## src/rtl/rbu_pkg.sv

```systemverilog
package rbu_pkg;

  localparam int unsigned BYTE_W = 8;

  typedef enum logic [1:0] {
    FORM_NONE  = 2'd0,
    FORM_SHORT = 2'd1,
    FORM_LONG  = 2'd2,
    FORM_CALL  = 2'd3
  } rbu_form_e;

  // Index into the flag vector {z, c, v, n}; value equals opcode bits [7:6]
  typedef enum logic [1:0] {
    SEL_NEG  = 2'd0,
    SEL_OVF  = 2'd1,
    SEL_CRY  = 2'd2,
    SEL_ZERO = 2'd3
  } rbu_sel_e;

  typedef struct packed {
    rbu_form_e form;
    logic      uncond;
    rbu_sel_e  sel;
    logic      sense;
  } rbu_dec_t;

  localparam logic [BYTE_W-1:0] OP_REL_CALL  = 8'h63;
  localparam logic [3:0]        NIB_ALWAYS   = 4'h8;
  localparam logic [3:0]        NIB_SHORT    = 4'h0;
  localparam logic [3:0]        NIB_LONG     = 4'h3;

  function automatic logic [1:0] f_len(input rbu_form_e form);
    case (form)
      FORM_SHORT: f_len = 2'd2;
      FORM_LONG,
      FORM_CALL:  f_len = 2'd3;
      default:    f_len = 2'd0;
    endcase
  endfunction

  function automatic logic f_is_branch_nibble(input logic [3:0] hi);
    f_is_branch_nibble = hi[0] || (hi == NIB_ALWAYS);
  endfunction

endpackage

```

## src/rtl/rbu_decode.sv

```systemverilog
module rbu_decode
  import rbu_pkg::*;
(
  input  logic [BYTE_W-1:0] op,
  output rbu_dec_t          dec
);
  logic [3:0] hi_nib;
  logic [3:0] lo_nib;
  logic       fam;
  logic       is_call;

  assign hi_nib  = op[7:4];
  assign lo_nib  = op[3:0];
  assign fam     = f_is_branch_nibble(hi_nib);
  assign is_call = (op == OP_REL_CALL);

  always_comb begin
    dec.form   = FORM_NONE;
    dec.uncond = 1'b0;
    dec.sel    = rbu_sel_e'(op[7:6]);
    dec.sense  = op[5];
    if (is_call) begin
      dec.form   = FORM_CALL;
      dec.uncond = 1'b1;
    end else if (fam && lo_nib == NIB_SHORT) begin
      dec.form   = FORM_SHORT;
      dec.uncond = (hi_nib == NIB_ALWAYS);
    end else if (fam && lo_nib == NIB_LONG) begin
      dec.form   = FORM_LONG;
      dec.uncond = (hi_nib == NIB_ALWAYS);
    end
  end
endmodule

```

## src/rtl/rbu_cond.sv

```systemverilog
module rbu_cond
  import rbu_pkg::*;
#(
  parameter int unsigned NUM_FLAGS = 4
) (
  input  logic [NUM_FLAGS-1:0] flags,   // {zero, carry, overflow, negative}
  input  rbu_sel_e             sel,
  input  logic                 sense,
  input  logic                 uncond,
  output logic                 met
);
  logic [NUM_FLAGS-1:0] hit_vec;

  for (genvar i = 0; i < NUM_FLAGS; i++) begin : g_flag
    assign hit_vec[i] = (int'(sel) == i) && (flags[i] == sense);
  end

  assign met = uncond || (|hit_vec);
endmodule

```

## src/rtl/rbu_target.sv

```systemverilog
module rbu_target
  import rbu_pkg::*;
#(
  parameter int unsigned ADDR_W = 16
) (
  input  rbu_form_e         form,
  input  logic [ADDR_W-1:0] pc,
  input  logic [BYTE_W-1:0] d_lo,
  input  logic [BYTE_W-1:0] d_hi,
  output logic [1:0]        len,
  output logic [ADDR_W-1:0] follow_pc,
  output logic [ADDR_W-1:0] target_pc,
  output logic [ADDR_W-1:0] ret_pc
);
  localparam int unsigned WIDE_W = 2 * BYTE_W;

  function automatic logic [ADDR_W-1:0] f_sext_short(input logic [BYTE_W-1:0] d);
    f_sext_short = {{(ADDR_W-BYTE_W){d[BYTE_W-1]}}, d};
  endfunction

  function automatic logic [ADDR_W-1:0] f_sext_wide(input logic [WIDE_W-1:0] d);
    f_sext_wide = {{(ADDR_W-WIDE_W){d[WIDE_W-1]}}, d};
  endfunction

  logic [ADDR_W-1:0] offset;

  assign len       = f_len(form);
  assign follow_pc = pc + ADDR_W'(len);
  assign ret_pc    = pc + ADDR_W'(2);

  always_comb begin
    if (form == FORM_SHORT) offset = f_sext_short(d_lo);
    else                    offset = f_sext_wide({d_hi, d_lo});
  end

  assign target_pc = follow_pc + offset;
endmodule

```

## src/rtl/rel_branch_unit.sv

```systemverilog
module rel_branch_unit
  import rbu_pkg::*;
#(
  parameter int unsigned ADDR_W = 16
) (
  input  logic              clk,
  input  logic              rst_n,
  input  logic              req_valid,
  input  logic [7:0]        req_op,
  input  logic              flag_n,
  input  logic              flag_v,
  input  logic              flag_z,
  input  logic              flag_c,
  input  logic [7:0]        disp_lo,
  input  logic [7:0]        disp_hi,
  input  logic [ADDR_W-1:0] inst_pc,
  output logic              res_valid,
  output logic              res_hit,
  output logic              res_taken,
  output logic [1:0]        res_len,
  output logic [ADDR_W-1:0] res_next_pc,
  output logic              res_push,
  output logic [ADDR_W-1:0] res_push_addr
);
  rbu_dec_t          dec;
  logic              cond_met;
  logic [1:0]        len_c;
  logic [ADDR_W-1:0] follow_pc;
  logic [ADDR_W-1:0] target_pc;
  logic [ADDR_W-1:0] ret_pc;
  logic              hit_c;
  logic              taken_c;
  logic              push_c;
  logic [ADDR_W-1:0] next_c;

  rbu_decode u_dec (
    .op  (req_op),
    .dec (dec)
  );

  rbu_cond #(.NUM_FLAGS(4)) u_cond (
    .flags  ({flag_z, flag_c, flag_v, flag_n}),
    .sel    (dec.sel),
    .sense  (dec.sense),
    .uncond (dec.uncond),
    .met    (cond_met)
  );

  rbu_target #(.ADDR_W(ADDR_W)) u_tgt (
    .form      (dec.form),
    .pc        (inst_pc),
    .d_lo      (disp_lo),
    .d_hi      (disp_hi),
    .len       (len_c),
    .follow_pc (follow_pc),
    .target_pc (target_pc),
    .ret_pc    (ret_pc)
  );

  assign hit_c   = (dec.form != FORM_NONE);
  assign taken_c = hit_c && cond_met;
  assign push_c  = (dec.form == FORM_CALL);

  always_comb begin
    if (!hit_c)       next_c = inst_pc;
    else if (taken_c) next_c = target_pc;
    else              next_c = follow_pc;
  end

  always_ff @(posedge clk or negedge rst_n) begin
    if (!rst_n) begin
      res_valid     <= 1'b0;
      res_hit       <= 1'b0;
      res_taken     <= 1'b0;
      res_len       <= 2'd0;
      res_next_pc   <= '0;
      res_push      <= 1'b0;
      res_push_addr <= '0;
    end else begin
      res_valid <= req_valid;
      if (req_valid) begin
        res_hit       <= hit_c;
        res_taken     <= taken_c;
        res_len       <= len_c;
        res_next_pc   <= next_c;
        res_push      <= push_c;
        res_push_addr <= push_c ? ret_pc : '0;
      end
    end
  end
endmodule

```

## config.mk

```make
export PLATFORM = sky130hd
export DESIGN_NAME = rel_branch_unit
export DESIGN_NICKNAME = d
export VERILOG_FILES = /design/src/rtl/rbu_pkg.sv /design/src/rtl/rbu_decode.sv /design/src/rtl/rbu_cond.sv /design/src/rtl/rbu_target.sv /design/src/rtl/rel_branch_unit.sv
export SDC_FILE = /design/constraint.sdc
export NUM_CORES = 1
export LEC_CHECK = 0
export BUFFER_PORTS_ARGS = -buffer_cell sky130_fd_sc_hd__buf_2
export CORE_MARGIN = 1.5
export CORE_UTILIZATION = 50
export DETAILED_ROUTE_END_ITERATION = 7
export PLACE_DENSITY = 0.86
export SYNTH_ARGS = -nofsm -noshare
export SYNTH_HDL_FRONTEND = slang
export SYNTH_SLANG_ARGS = --single-unit
```

## constraint.sdc

```tcl
create_clock -name clk -period 1.25 [get_ports clk]
set_input_delay 0.25 -clock clk [delete_from_list [all_inputs] [get_ports clk]]
set_output_delay 0.25 -clock clk [all_outputs]
set_load 0.1 [all_outputs]
```

==> results of run 1 <==
[cells by family after synthesis]
group / after synthesis / synth area share
AND/OR/NAND/NOR: 108 / 0.169
multiplexers: 9 / 0.0332
flip-flops: 37 / 0.289
AO/OA/AOI/OAI: 111 / 0.230
XOR/XNOR: 42 / 0.115
adder cells (fa/ha/maj): 19 / 0.0789
buffers and inverters: 59 / 0.0848
[per-stage QoR]
step	hold slack [ns]	instances	instance area, um2
3_5_place_dp	0.201	623	5090
3_3_place_gp	0.193	623	5090
2_1_floorplan	-0.0456	385	3360
4_1_cts	0.271	655	5850
[repair_timing]
item / CTS
endpoints found under the setup margin: 34
setup buffers: 26
resized for setup: 100
endpoints found under the hold margin: 13
gates cloned: 1
hold buffers: 1
pin swaps: 59
==> results by group, run 1 <==
Synth
  • Async SR Flop Fraction: 1.00
  • Net Count, Synth: roughly 450
  • Main synth FF type: dfrtp_1
  • Number of synthesized flops with an enable pin: 0
  • Most frequent cell after synthesis: nor2_1
  • Synth unique cells: 58
  • Mean post-synth cell area: around 8.3 um2
  • Top cells by count, synth: nor2_1 (40), dfrtp_1 (37), inv_1 (33), xnor2_1 (31), a21oi_1 (29)
  • Post-synth top area share: 0.289
  • Ys Warns: 0
  • Largest cells by area after synthesis: dfrtp_1 (29%), xnor2_1 (8.5%), ha_1 (6.6%), nor2_1 (4.7%), a21oi_1 (4.5%)
  • Synth Register Bits: 37
  • Synth area leader: dfrtp_1
  • Synthesized instance count: 385
  • Netlist Area Pre-Place: ~0.0032 mm2
  • Sequential fraction of the synthesis area: 0.289

Status
  • Status: did not finish
  • First error: [ERROR DPL-0038] Utilization greater than 100%, impossible to legalize
  • Exit stage: global routing

Clocking
  • Num CTS Buffers: 5
  • CTS Sinks: 37
  • Max clock buf depth: 2
  • Root Driver: clkbuf_8
  • Htree depth: 2

Placed design
  • Pre-CTS WS: -3.34 ns
  • HPWL after DPL: ~9.4 mm
  • Final GP Congestion: about 0.93
  • IO buf count: 84

Die
  • Ports: 85
  • Num rows: 28
  • Die H: around 83 um
  • Starting Density: 0.528
  • Die Width: roughly 83 um

STA
  • Worst-path end type: sequential cell input
  • Worst EP post-GRT repair: res_next_pc[14]$_DFFE_PN0P_/D

Global routing
  • Largest net degree at the start of global routing: 40
==> run 2: changes to the inputs <==
CORE_UTILIZATION = 35   (was 50)
PLACE_DENSITY = unset   (was 0.86)
PLACE_DENSITY_LB_ADDON = 0.15   (was unset)
==> results by group, run 2 <==
Setup path
  • Worst endpoint required time: 1.45 ns
  • Worst path arrival time: between 4 and 5 ns
  • Crit Path Class: in2reg
  • Critical path startpoint category: input port
  • Element type at the critical path end: flop
  • CP Max Fanout: 3

Placed design
  • IO buf count: 84 (unchanged)
  • HPWL after DPL: 7.90 mm (-16%)
  • DP Cell Count: 657 (+5.5%)
  • Final GP Congestion: 0.947 (+1.5%)

Final layout
  • Most frequent cells in the layout: buf_4 (113), buf_12 (42), buf_2 (37)
  • Final nets: between 600 and 700
  • Fillers: around 660
  • Leading registers by flop count: res_next_pc (16), res_push_addr (16), res_len (2)
  • Most common cell after layout, fill and taps aside: buf_4
  • Share of cells above drive strength 1: 0.536
  • Area of the multi-input gates: ~0.0025 mm2
  • Sequential cell area: about 930 um2
  • Non-Filler Instances: approximately 700
  • Ant diodes: 0
  • Area Growth Syn to Fin: 89.8%

Detailed routing
  • Final wirelength: between 10 and 15 mm
  • Post-DR vias/cell: between 5 and 6
  • DRC Markers: 8
  • Drt wl/cell: 15.3 um
  • Via count: between 3000 and 4000
  • Iter 0 DRT Violations: roughly 140
  • Antenna viol nets, final: 0
  • Drt pass-1 iters: 7

Die
  • Starting Density: 0.364 (-0.165)
  • Die H: 98.6 um (+19%)
  • CORE AREA: ~0.0088 mm2
  • Ports: 85 (unchanged)
  • Die area: 0.00973 mm2
  • Num rows: 34 (+21%)
  • Die Width: 98.6 um (+19%)

STA
  • Fin crit period: between 4 and 5 ns
  • Unrepaired setup endpoints after global routing: yes
  • Fin. Hold Viols: 0
  • Fin crit share: 3.31
  • Setup Skew: 0 ns
  • Fmax: 241 MHz
  • Worst-Margin Slew: 0.444 ns
  • Slew Viols, Final: 0
  • Slew headroom: 0.701
  • Final setup viols: 19
  • Setup ws final: -2.89 ns

Synth
  • Largest cells by area after synthesis: dfrtp_1 (29%), xnor2_1 (8.5%), ha_1 (6.6%), nor2_1 (4.7%), a21oi_1 (4.5%)
  • Post-Synth Adder-Cell Area: 0.0789 (unchanged)
  • Main synth FF type: dfrtp_1
  • Complex-gate fraction of the synthesized area: 0.230 (unchanged)
  • Sequential fraction of the synthesis area: 0.289 (unchanged)
  • Async SR Flop Fraction: 1.00 (unchanged)
  • Synth area leader: dfrtp_1
  • Ys Warns: 0 (unchanged)
  • Synthesized instance count: 385 (unchanged)
  • Netlist Area Pre-Place: 0.00320 mm2 (unchanged)
  • Post-synth top area share: 0.289 (unchanged)
  • Top cells by count, synth: nor2_1 (40), dfrtp_1 (37), inv_1 (33), xnor2_1 (31), a21oi_1 (29)
  • Synth Area in Simple Gates: 0.169 (unchanged)
  • Synth unique cells: 58 (unchanged)
  • Most frequent cell after synthesis: nor2_1
  • Mean post-synth cell area: 8.32 um2 (unchanged)
  • Largest family of logic cells by synthesized area: compound AO/OA/AOI/OAI gates
  • XOR/XNOR share of the synthesized area: 0.115 (unchanged)
  • Multiplexer share of the synthesized area: 0.0332 (unchanged)
  • Net Count, Synth: 451 (unchanged)
  • Synth Register Bits: 37 (unchanged)
  • Number of synthesized flops with an enable pin: 0 (unchanged)

Clocking
  • Clk_lat worst skew: between 0.2 and 0.3 ns
  • CTS Sinks: 37 (unchanged)
  • Num CTS Buffers: 5 (unchanged)
  • Clock Pin Slew Worst Setup and Hold Paths: approximately 0.08 ns
  • Max clock buf depth: 2 (unchanged)
  • Root Driver: clkbuf_8
  • Htree depth: 2 (unchanged)
  • CTS tree: yes

Run
  • Max Cap Viol: 0

Min path
  • Hold Path Class: in2reg

Global routing
  • Congestion Overflow GR: 0
  • Total Routing Usage GR: 0.218
  • Vias in the first global route: roughly 3600
  • Largest net degree at the start of global routing: 38
  • Initial antenna violation count: 0
  • First-pass GRT wire length: around 17 mm

Status
  • Status: finished, violations left
  • Failing checks: DRC, setup timing

Power
  • Worst VDD drop: 0.426 mV
  • Static Leakage: 2.71 nW
  • Pwr/cell area: ~780 mW/mm2
  • PnR Total Power: between 0.004 and 0.005 W
run 2: cell counts after synthesis:
Identical to the previous run, type by type.
run 2: per-stage QoR:
| stage | hold WS [ns] | cell area, um2 | setup TNS [ns] | utilization | worst slack (ns) |
|---|---|---|---|---|---|
| 2_1_floorplan | -0.0456 | 3360 | -38.14 | - | -3.17 |
| 3_3_place_gp | 0.223 | 5140 | -44.86 | 0.584 | -3.13 |
| 3_5_place_dp | 0.225 | 5140 | -47.35 | 0.584 | -3.22 |
| 4_1_cts | 0.281 | 5770 | -34.22 | 0.655 | -2.77 |
| 5_1_grt | 0.293 | 6080 | -39.16 | 0.690 | -3.10 |
| 6_report | 0.279 | 6080 | -36.45 | 0.690 | -2.89 |
run 2: routing by layer:
layer	global-route usage	vias up	part of all wire
li1	-	1776	-
met1	0.292	1727	0.45
met2	0.378	100	0.50
met3	0.0184	15	0.041
met4	0.0593	0	0.016
met5	0	-	0
run 2: path summary, 6_finish.rpt:
path | startpoint | to | slack, ns | depth (start not counted)
setup / recovery | req_op[7] | res_next_pc[14] | -2.89 | 19
hold / removal | inst_pc[15] | res_push_addr[15] | 0.28 | 3
setup reg to reg | res_next_pc[1] | res_next_pc[1] | 0.41 | 1
hold reg to reg | res_push_addr[9] | res_push_addr[9] | 0.56 | 2
max in group asynchronous | rst_n | res_len[1] | 0.59 | 3
min in group asynchronous | rst_n | res_next_pc[1] | 0.45 | 3
run 2: report_power, final:
part / switching (W) / internal (W)
clock network: 0.000454 / 0.000387
logic: 0.00137 / 0.00119
registers: 0.0000753 / 0.00126
run 2: kinds of logic (layout without fill, tap and decap cells):
| kind of cell | after synthesis | in the layout |
|---|---|---|
| compound gates | 111 | 111 |
| xor+xnor | 42 | 42 |
| fa+ha+maj | 19 | 19 |
| buf+inv | 59 | 267 |
| flops | 37 | 37 |
| mux | 9 | 9 |
| simple gates | 108 | 108 |
run 2: what timing repair did:
action | in CTS | in global routing
hold endpoints to repair | 37 | 0
hold buffers | 1 | 0
resized for setup | 77 | 42
setup endpoints to repair | 23 | 26
pin swaps | 62 | 49
buffers inserted | 26 | 17
run 2: area by class of cell:
class                           count  share of cell area
Clock buffer                        6              0.0119
Clock inverter                      2             0.00165
Inverter                           34              0.0214
Multi-Input combinational cell    289               0.418
Sequential cell                    37               0.153
Tap cell                          108              0.0222
Timing Repair Buffer              225               0.372
run 2: critical path, cell delays in order:
cell	delay, ns
buf_6	0.10
nand3b_1	0.21
a2111oi_4	0.41
buf_4	0.19
ha_4	0.13
inv_2	0.04
fa_2	0.52
inv_2	0.05
fa_2	0.36
a21o_1	0.17
a21oi_2	0.17
o21bai_2	0.09
a2111o_1	0.39
a31o_1	0.24
a211o_1	0.30
a2111oi_2	0.30
nor3_1	0.11
xnor2_1	0.14
o31ai_1	0.19
No activity file was read; power rests on OpenSTA's default activity.
